`config.mk`:
```
export PLATFORM = sky130hd
export DESIGN_NAME = rom_byte_fetch
export DESIGN_NICKNAME = d
export VERILOG_FILES = /design/src/rtl/rom_fetch_pkg.sv /design/src/rtl/rom_fetch_timer.sv /design/src/rtl/rom_fetch_ctrl.sv /design/src/rtl/rom_fetch_assemble.sv /design/src/rtl/rom_byte_fetch.sv
export SDC_FILE = /design/constraint.sdc
export NUM_CORES = 1
export LEC_CHECK = 0
export BUFFER_PORTS_ARGS = -buffer_cell sky130_fd_sc_hd__buf_4
export CAP_MARGIN = 25
export CORE_ASPECT_RATIO = 1.4
export CORE_UTILIZATION = 45
export DETAILED_ROUTE_END_ITERATION = 8
export PLACE_DENSITY = 0.73
export SYNTH_ARGS = -nofsm -noshare
export SYNTH_HDL_FRONTEND = slang
export SYNTH_HIERARCHICAL = 1
export SYNTH_SLANG_ARGS = --single-unit
export TNS_END_PERCENT = 100
```
`constraint.sdc`:
```
create_clock -name clk -period 4.6 [get_ports clk]
set_input_delay 0.92 -clock clk [delete_from_list [all_inputs] [get_ports clk]]
set_output_delay 0.92 -clock clk [all_outputs]
set_load 0.1 [all_outputs]
```
`src/rtl/rom_fetch_pkg.sv`:
```
package rom_fetch_pkg;

  typedef enum logic [2:0] {
    ST_IDLE,
    ST_LATCH,
    ST_HOLD,
    ST_FETCH,
    ST_READY,
    ST_RELEASE
  } fetch_state_t;

  // Clocks one low address is held; a programmed zero acts as one.
  function automatic int unsigned eff_wait(input int unsigned setting);
    return (setting == 0) ? 1 : setting;
  endfunction

endpackage

```
`src/rtl/rom_fetch_timer.sv`:
```
module rom_fetch_timer
  import rom_fetch_pkg::*;
#(
  parameter int WAIT_W = 4
) (
  input  logic              clk,
  input  logic              rst_n,
  input  logic              load,
  input  logic [WAIT_W-1:0] wait_val,
  output logic              expire
);

  logic [WAIT_W-1:0] cnt;

  always_ff @(posedge clk) begin
    if (!rst_n)            cnt <= '0;
    else if (load)         cnt <= WAIT_W'(eff_wait(32'(wait_val)) - 1);
    else if (cnt != '0)    cnt <= cnt - 1'b1;
  end

  assign expire = (cnt == '0);

  // after a load the count only falls or stays at zero
  a_r5_no_wrap: assert property (@(posedge clk) disable iff (!rst_n)
    (!load && $past(!load) && cnt != '0) |-> $past(cnt) != '0);

endmodule

```
`src/rtl/rom_fetch_ctrl.sv`:
```
module rom_fetch_ctrl
  import rom_fetch_pkg::*;
#(
  parameter int NBYTES = 4,
  localparam int IDX_W = $clog2(NBYTES)
) (
  input  logic             clk,
  input  logic             rst_n,
  input  logic             req_start,
  input  logic             expire,
  output fetch_state_t     state,
  output logic [IDX_W-1:0] idx,
  output logic             take,
  output logic             load,
  output logic             sample,
  output logic             last_byte
);

  fetch_state_t state_nx;

  assign take      = (state == ST_IDLE) && req_start;
  assign last_byte = (idx == IDX_W'(NBYTES - 1));
  assign sample    = (state == ST_FETCH) && expire;
  assign load      = (state == ST_HOLD) || (sample && !last_byte);

  always_comb begin
    state_nx = state;
    case (state)
      ST_IDLE:    if (req_start) state_nx = ST_LATCH;
      ST_LATCH:   state_nx = ST_HOLD;
      ST_HOLD:    state_nx = ST_FETCH;
      ST_FETCH:   if (sample && last_byte) state_nx = ST_READY;
      ST_READY:   state_nx = ST_RELEASE;
      ST_RELEASE: state_nx = ST_IDLE;
      default:    state_nx = ST_IDLE;
    endcase
  end

  always_ff @(posedge clk) begin
    if (!rst_n) begin
      state <= ST_IDLE;
      idx   <= '0;
    end else begin
      state <= state_nx;
      if (state == ST_HOLD)             idx <= '0;
      else if (sample && !last_byte)    idx <= idx + 1'b1;
    end
  end

  // the hold cycle always follows the latch cycle
  a_r3_hold_after_latch: assert property (@(posedge clk) disable iff (!rst_n)
    (state == ST_HOLD) |-> $past(state) == ST_LATCH);

  // ready follows the sample of the final byte
  a_r7_ready_after_last: assert property (@(posedge clk) disable iff (!rst_n)
    (state == ST_READY) |-> $past(sample && last_byte));

endmodule

```
`src/rtl/rom_fetch_assemble.sv`:
```
module rom_fetch_assemble #(
  parameter int BUS_W  = 8,
  parameter int NBYTES = 4,
  localparam int IDX_W  = $clog2(NBYTES),
  localparam int WORD_W = BUS_W * NBYTES
) (
  input  logic              clk,
  input  logic              rst_n,
  input  logic              sample,
  input  logic [IDX_W-1:0]  idx,
  input  logic              ready,
  input  logic [BUS_W-1:0]  rom_d,
  output logic [WORD_W-1:0] word
);

  logic [BUS_W-1:0] hold [NBYTES-1];

  for (genvar k = 0; k < NBYTES - 1; k++) begin : g_hold
    always_ff @(posedge clk) begin
      if (!rst_n)                               hold[k] <= '0;
      else if (sample && idx == IDX_W'(k))      hold[k] <= rom_d;
    end
    assign word[k*BUS_W +: BUS_W] = ready ? hold[k] : '0;
  end

  // Final byte passes straight through while ready is shown.
  assign word[WORD_W-1 -: BUS_W] = ready ? rom_d : '0;

endmodule

```
`src/rtl/rom_byte_fetch.sv`:
```
module rom_byte_fetch
  import rom_fetch_pkg::*;
#(
  parameter int BUS_W    = 8,
  parameter int NBYTES   = 4,
  parameter int WAIT_W   = 4,
  parameter int WAIT_RST = 9,
  localparam int ADDR_W  = 2 * BUS_W,
  localparam int IDX_W   = $clog2(NBYTES),
  localparam int WORD_W  = BUS_W * NBYTES
) (
  input  logic                    clk,
  input  logic                    rst_n,
  input  logic                    cfg_we,
  input  logic [WAIT_W-1:0]       cfg_wait,
  input  logic                    req_start,
  input  logic [ADDR_W-1:IDX_W]   req_addr,
  output logic                    busy_o,
  output logic                    host_ready_o,
  output logic [WORD_W-1:0]       host_data_o,
  output logic [BUS_W-1:0]        rom_ad_o,
  output logic                    rom_le_o,
  output logic                    rom_oe_o,
  input  logic [BUS_W-1:0]        rom_d_i
);

  fetch_state_t           state;
  logic [IDX_W-1:0]       idx;
  logic                   take, load, sample, last_byte, expire;
  logic [WAIT_W-1:0]      wait_q;
  logic [ADDR_W-1:IDX_W]  addr_q;

  always_ff @(posedge clk) begin
    if (!rst_n)      wait_q <= WAIT_W'(WAIT_RST);
    else if (cfg_we) wait_q <= cfg_wait;
  end

  always_ff @(posedge clk) begin
    if (!rst_n)    addr_q <= '0;
    else if (take) addr_q <= req_addr;
  end

  rom_fetch_ctrl #(.NBYTES(NBYTES)) u_ctrl (
    .clk(clk), .rst_n(rst_n), .req_start(req_start), .expire(expire),
    .state(state), .idx(idx), .take(take), .load(load),
    .sample(sample), .last_byte(last_byte)
  );

  rom_fetch_timer #(.WAIT_W(WAIT_W)) u_timer (
    .clk(clk), .rst_n(rst_n), .load(load), .wait_val(wait_q), .expire(expire)
  );

  rom_fetch_assemble #(.BUS_W(BUS_W), .NBYTES(NBYTES)) u_asm (
    .clk(clk), .rst_n(rst_n), .sample(sample), .idx(idx),
    .ready(host_ready_o), .rom_d(rom_d_i), .word(host_data_o)
  );

  always_comb begin
    case (state)
      ST_IDLE:           rom_ad_o = take ? req_addr[ADDR_W-1:BUS_W] : '0;
      ST_LATCH, ST_HOLD: rom_ad_o = addr_q[ADDR_W-1:BUS_W];
      default:           rom_ad_o = {addr_q[BUS_W-1:IDX_W], idx};
    endcase
  end

  assign busy_o       = (state != ST_IDLE);
  assign rom_oe_o     = busy_o;
  assign rom_le_o     = (state == ST_LATCH);
  assign host_ready_o = (state == ST_READY);

  // latch clock lasts one cycle and only with output enable
  a_r3_le_one_cycle: assert property (@(posedge clk) disable iff (!rst_n)
    rom_le_o |=> !rom_le_o);
  a_r3_le_with_oe: assert property (@(posedge clk) disable iff (!rst_n)
    rom_le_o |-> rom_oe_o);
  // the low address only moves on a sample edge
  a_r5_addr_stable: assert property (@(posedge clk) disable iff (!rst_n)
    (state == ST_FETCH && !sample) |=> $stable(rom_ad_o));
  a_r5_addr_moves: assert property (@(posedge clk) disable iff (!rst_n)
    (sample && !last_byte) |=> rom_ad_o != $past(rom_ad_o));
  // ready is a single-cycle pulse
  a_r7_ready_pulse: assert property (@(posedge clk) disable iff (!rst_n)
    host_ready_o |=> !host_ready_o);
  // enable held one cycle past ready, dropped the cycle after
  a_r8_oe_hold: assert property (@(posedge clk) disable iff (!rst_n)
    host_ready_o |=> rom_oe_o);
  a_r8_oe_drop: assert property (@(posedge clk) disable iff (!rst_n)
    $past(host_ready_o, 2) |-> !rom_oe_o);
  // a request while busy leaves the captured address alone
  a_r9_ignore_busy: assert property (@(posedge clk) disable iff (!rst_n)
    (busy_o && req_start) |=> $stable(addr_q));

endmodule

```
==> results.yml <==
routing:
  drt_first_iter_violations: 53
  wl_per_cell_um: 13.2
  via_count: 1949
  wirelength_mm: 5.15
  drt_pass1_iterations: 4
  vias_per_cell: 5.01
  drtAntennaViolNets: 0
  drc_errors: 0
timing:
  fin_worst_hold_slack_ns: 0.484
  fin_skew_ns: 0.00559
  max_freq_ghz: 0.303
  fin_crit_ns: 3.31
  fin_crit_sh: 0.719
  grt_setup_unrepaired: "false"
  worst_pin_slew_ns: 0.950
  timing.slew.headroom: 0.360
  hold_viol_final: 0
  tns_ns: 0
  finalSetupViolations: 0
  maxSlewViolCount: 0
global_routing:
  grt_antenna_before_repair: 0
  grt_pass1_wl_mm: 8.34
  gr-total-overflow: 0
  track_usage: 0.182
  grt_max_degree: 39
  grt_pass1_vias: 1853
yosys:
  synth_cell_types: 38
  synth_xor_xnor_area_share: 0.0135
  ys_warn_count: 6
  synth_compound_area_frac: 0.114
  ys_ff_latch: 51
  yosys-top-cells-area: "edfxtp_1, dfxtp_1, and2_1, mux2i_1, nand2_1"
  synthesis.area_mm2: 0.00250
  synth_top_family_by_area: "simple AND/OR/NAND/NOR gates"
  synth_flop_cell: "dfxtp_1"
  synth-simple-area-share: 0.275
  netlist.area_leader.share: 0.288
  synthCells: 253
  synth_adder_area_share: 0.0100
  yosys.area.top_type: "edfxtp_1"
  synthMuxAreaShare: 0.0441
  synth_edf_count: 24
  synth_nets: 285
  synth-seq-area-share: 0.505
  avgSynthCellArea_um2: 9.88
  async_flop_share: 0
hold_path:
  min_path_type: "reg2reg"
  holdPathStages: 2
worst_setup_path:
  rrSetupSlack_ns: 1.71
  crit_type: "reg2out"
  cp_cell_sequence: "nor2_2, and2_1, and2_1, buf_4"
  rr_worst_depth: 9
  crit_path_start: "u_ctrl/state[1]"
  path_buf_inv: 1
  timing.rr.end: "u_timer/cnt[2]"
  cp_common_cell: "and2_1"
  cp_top_family: "simple AND/OR/NAND/NOR gates"
  max_stage_delay_ns: 0.66
  critPathSlowestCell: "and2_1"
  r2r-start: "u_timer/cnt[2]"
  end_kind: "output pin"
  start_kind: "flip-flop"
  crit_end: "host_data_o[0]"
  worstPathRequired_ns: 3.68
  arrival_ns: 2.39
  path_max_fanout: 33
  cp.depth: 4
clock_tree:
  clock_path_buffers: 2
  cts_setup_buffers: 0
  cts-root-buf: "clkbuf_8"
  cts_tree: "built"
  cts_hold_buf: 0
  clock_latency_ns: 0.30
  cts_buffers: 5
  path_clk_slew_ns: 0.09
  clock_sink_count: 51
  h-tree-depth: 2
  cts-resized-gates: 0
die:
  start_util: 0.474
  die_w_um: 65.0
  die_h_um: 90.2
  dieArea_mm2: 0.00586
  num_rows: 31
  io_pins: 74
  core_mm2: 0.00528
power_and_ir_drop:
  peakVddDrop_mv: 0.290
  power_uw: 1140
  p_leak_uw: 0.00137
  p_per_area_mw_per_mm2: 358
placed_design:
  placed_cell_area_mm2: 0.00309
  dpl.hpwl_mm: 3.76
  port_buffers: 73
  dp_cells: 381
  place_congestion: 0.757
finish:
  final_area_mm2: 0.00318
  final_cells: 389
  layout-drive-gt1-share: 0.276
  nets: 354
  syn_to_final_growth_pct: 27.2
  layout_common_cells: "buf_4, and2_1, nand2_1, dfxtp_1, nor2_1"
  insertedDiodeCount: 0
  mostFrequentLayoutCell: "buf_4"
  nFillCells: 484
job:
  max_cap_violations: 0
run_status:
  status: "finished, final reports clean"
==> how the worst min path moves through the flow <==
stage	slack (ns)	from	to
6_report	0.48	addr_q[8]	addr_q[8]
5_1_grt	0.51	addr_q[13]	addr_q[13]
4_1_cts	0.49	addr_q[14]	addr_q[14]
3_5_place_dp	0.47	addr_q[14]	addr_q[14]
3_3_place_gp	0.47	addr_q[8]	addr_q[8]
2_1_floorplan	0.46	addr_q[8]	addr_q[8]
==> cell type report <==
type	instances	area [um^2]	share of cell area
clock inverters	3	20.0	0.00630
clock buffers	5	68.8	0.0217
multi-input cells	179	1150	0.361
flip-flops and latches	51	1260	0.397
inverters	11	41.3	0.0130
well taps	66	82.6	0.0260
repair buffers	74	556	0.175
==> tightest hold or removal path, cell delays in order, from the launching register on <==
cell	delay (ns)
dfxtp_1	0.32
nand2b_1	0.06
a21boi_0	0.07
==> metrics by stage <==
stage,worst slack (ns),util
global placement,1.47,0.586
floorplan,0.872,-
detailed placement,1.46,0.586
CTS,1.23,0.602
global route,1.03,0.602
finish,1.29,0.602
==> metal layers <==
metal / share of wire / GRT usage / vias up
met4: 0.024 / 0.0778 / 0
met1: 0.41 / 0.208 / 861
met2: 0.50 / 0.320 / 81
met3: 0.064 / 0.0355 / 10
met5: 0 / 0 / -
li1: - / - / 997
==> logic make-up after synthesis <==
group | Yosys count
fa+ha+maj | 2
mux | 11
xor+xnor | 3
compound gates | 39
flops | 51
buf+inv | 23
simple gates | 124
==> where the power goes <==
part           switching (uW)  internal [uW]
registers                32.4            508
logic                     221            120
clock network             148            106
==> sequential cells by signal, summed over array words and instances (netlist names) <==
register,count
u_asm/hold,24
u_ctrl/state,3
addr_q,14
u_ctrl/idx,2
u_timer/cnt,4
wait_q,4
==> cell usage after synthesis, drive strengths merged (2+ instances only) <==
master / count
and2: 34
dfxtp: 27
nand2: 27
nor2: 27
edfxtp: 24
inv: 11
mux2i: 11
a21boi: 10
nor2b: 9
a22oi: 8
nand2b: 8
o22a: 8
clkbuf: 7
buf: 5
o21ai: 5
a21oi: 4
or3: 4
nand3b: 3
ha: 2
nand4b: 2
nor3b: 2
o311ai: 2
or3b: 2
xnor2: 2
Power figures use the tool's default switching activity.
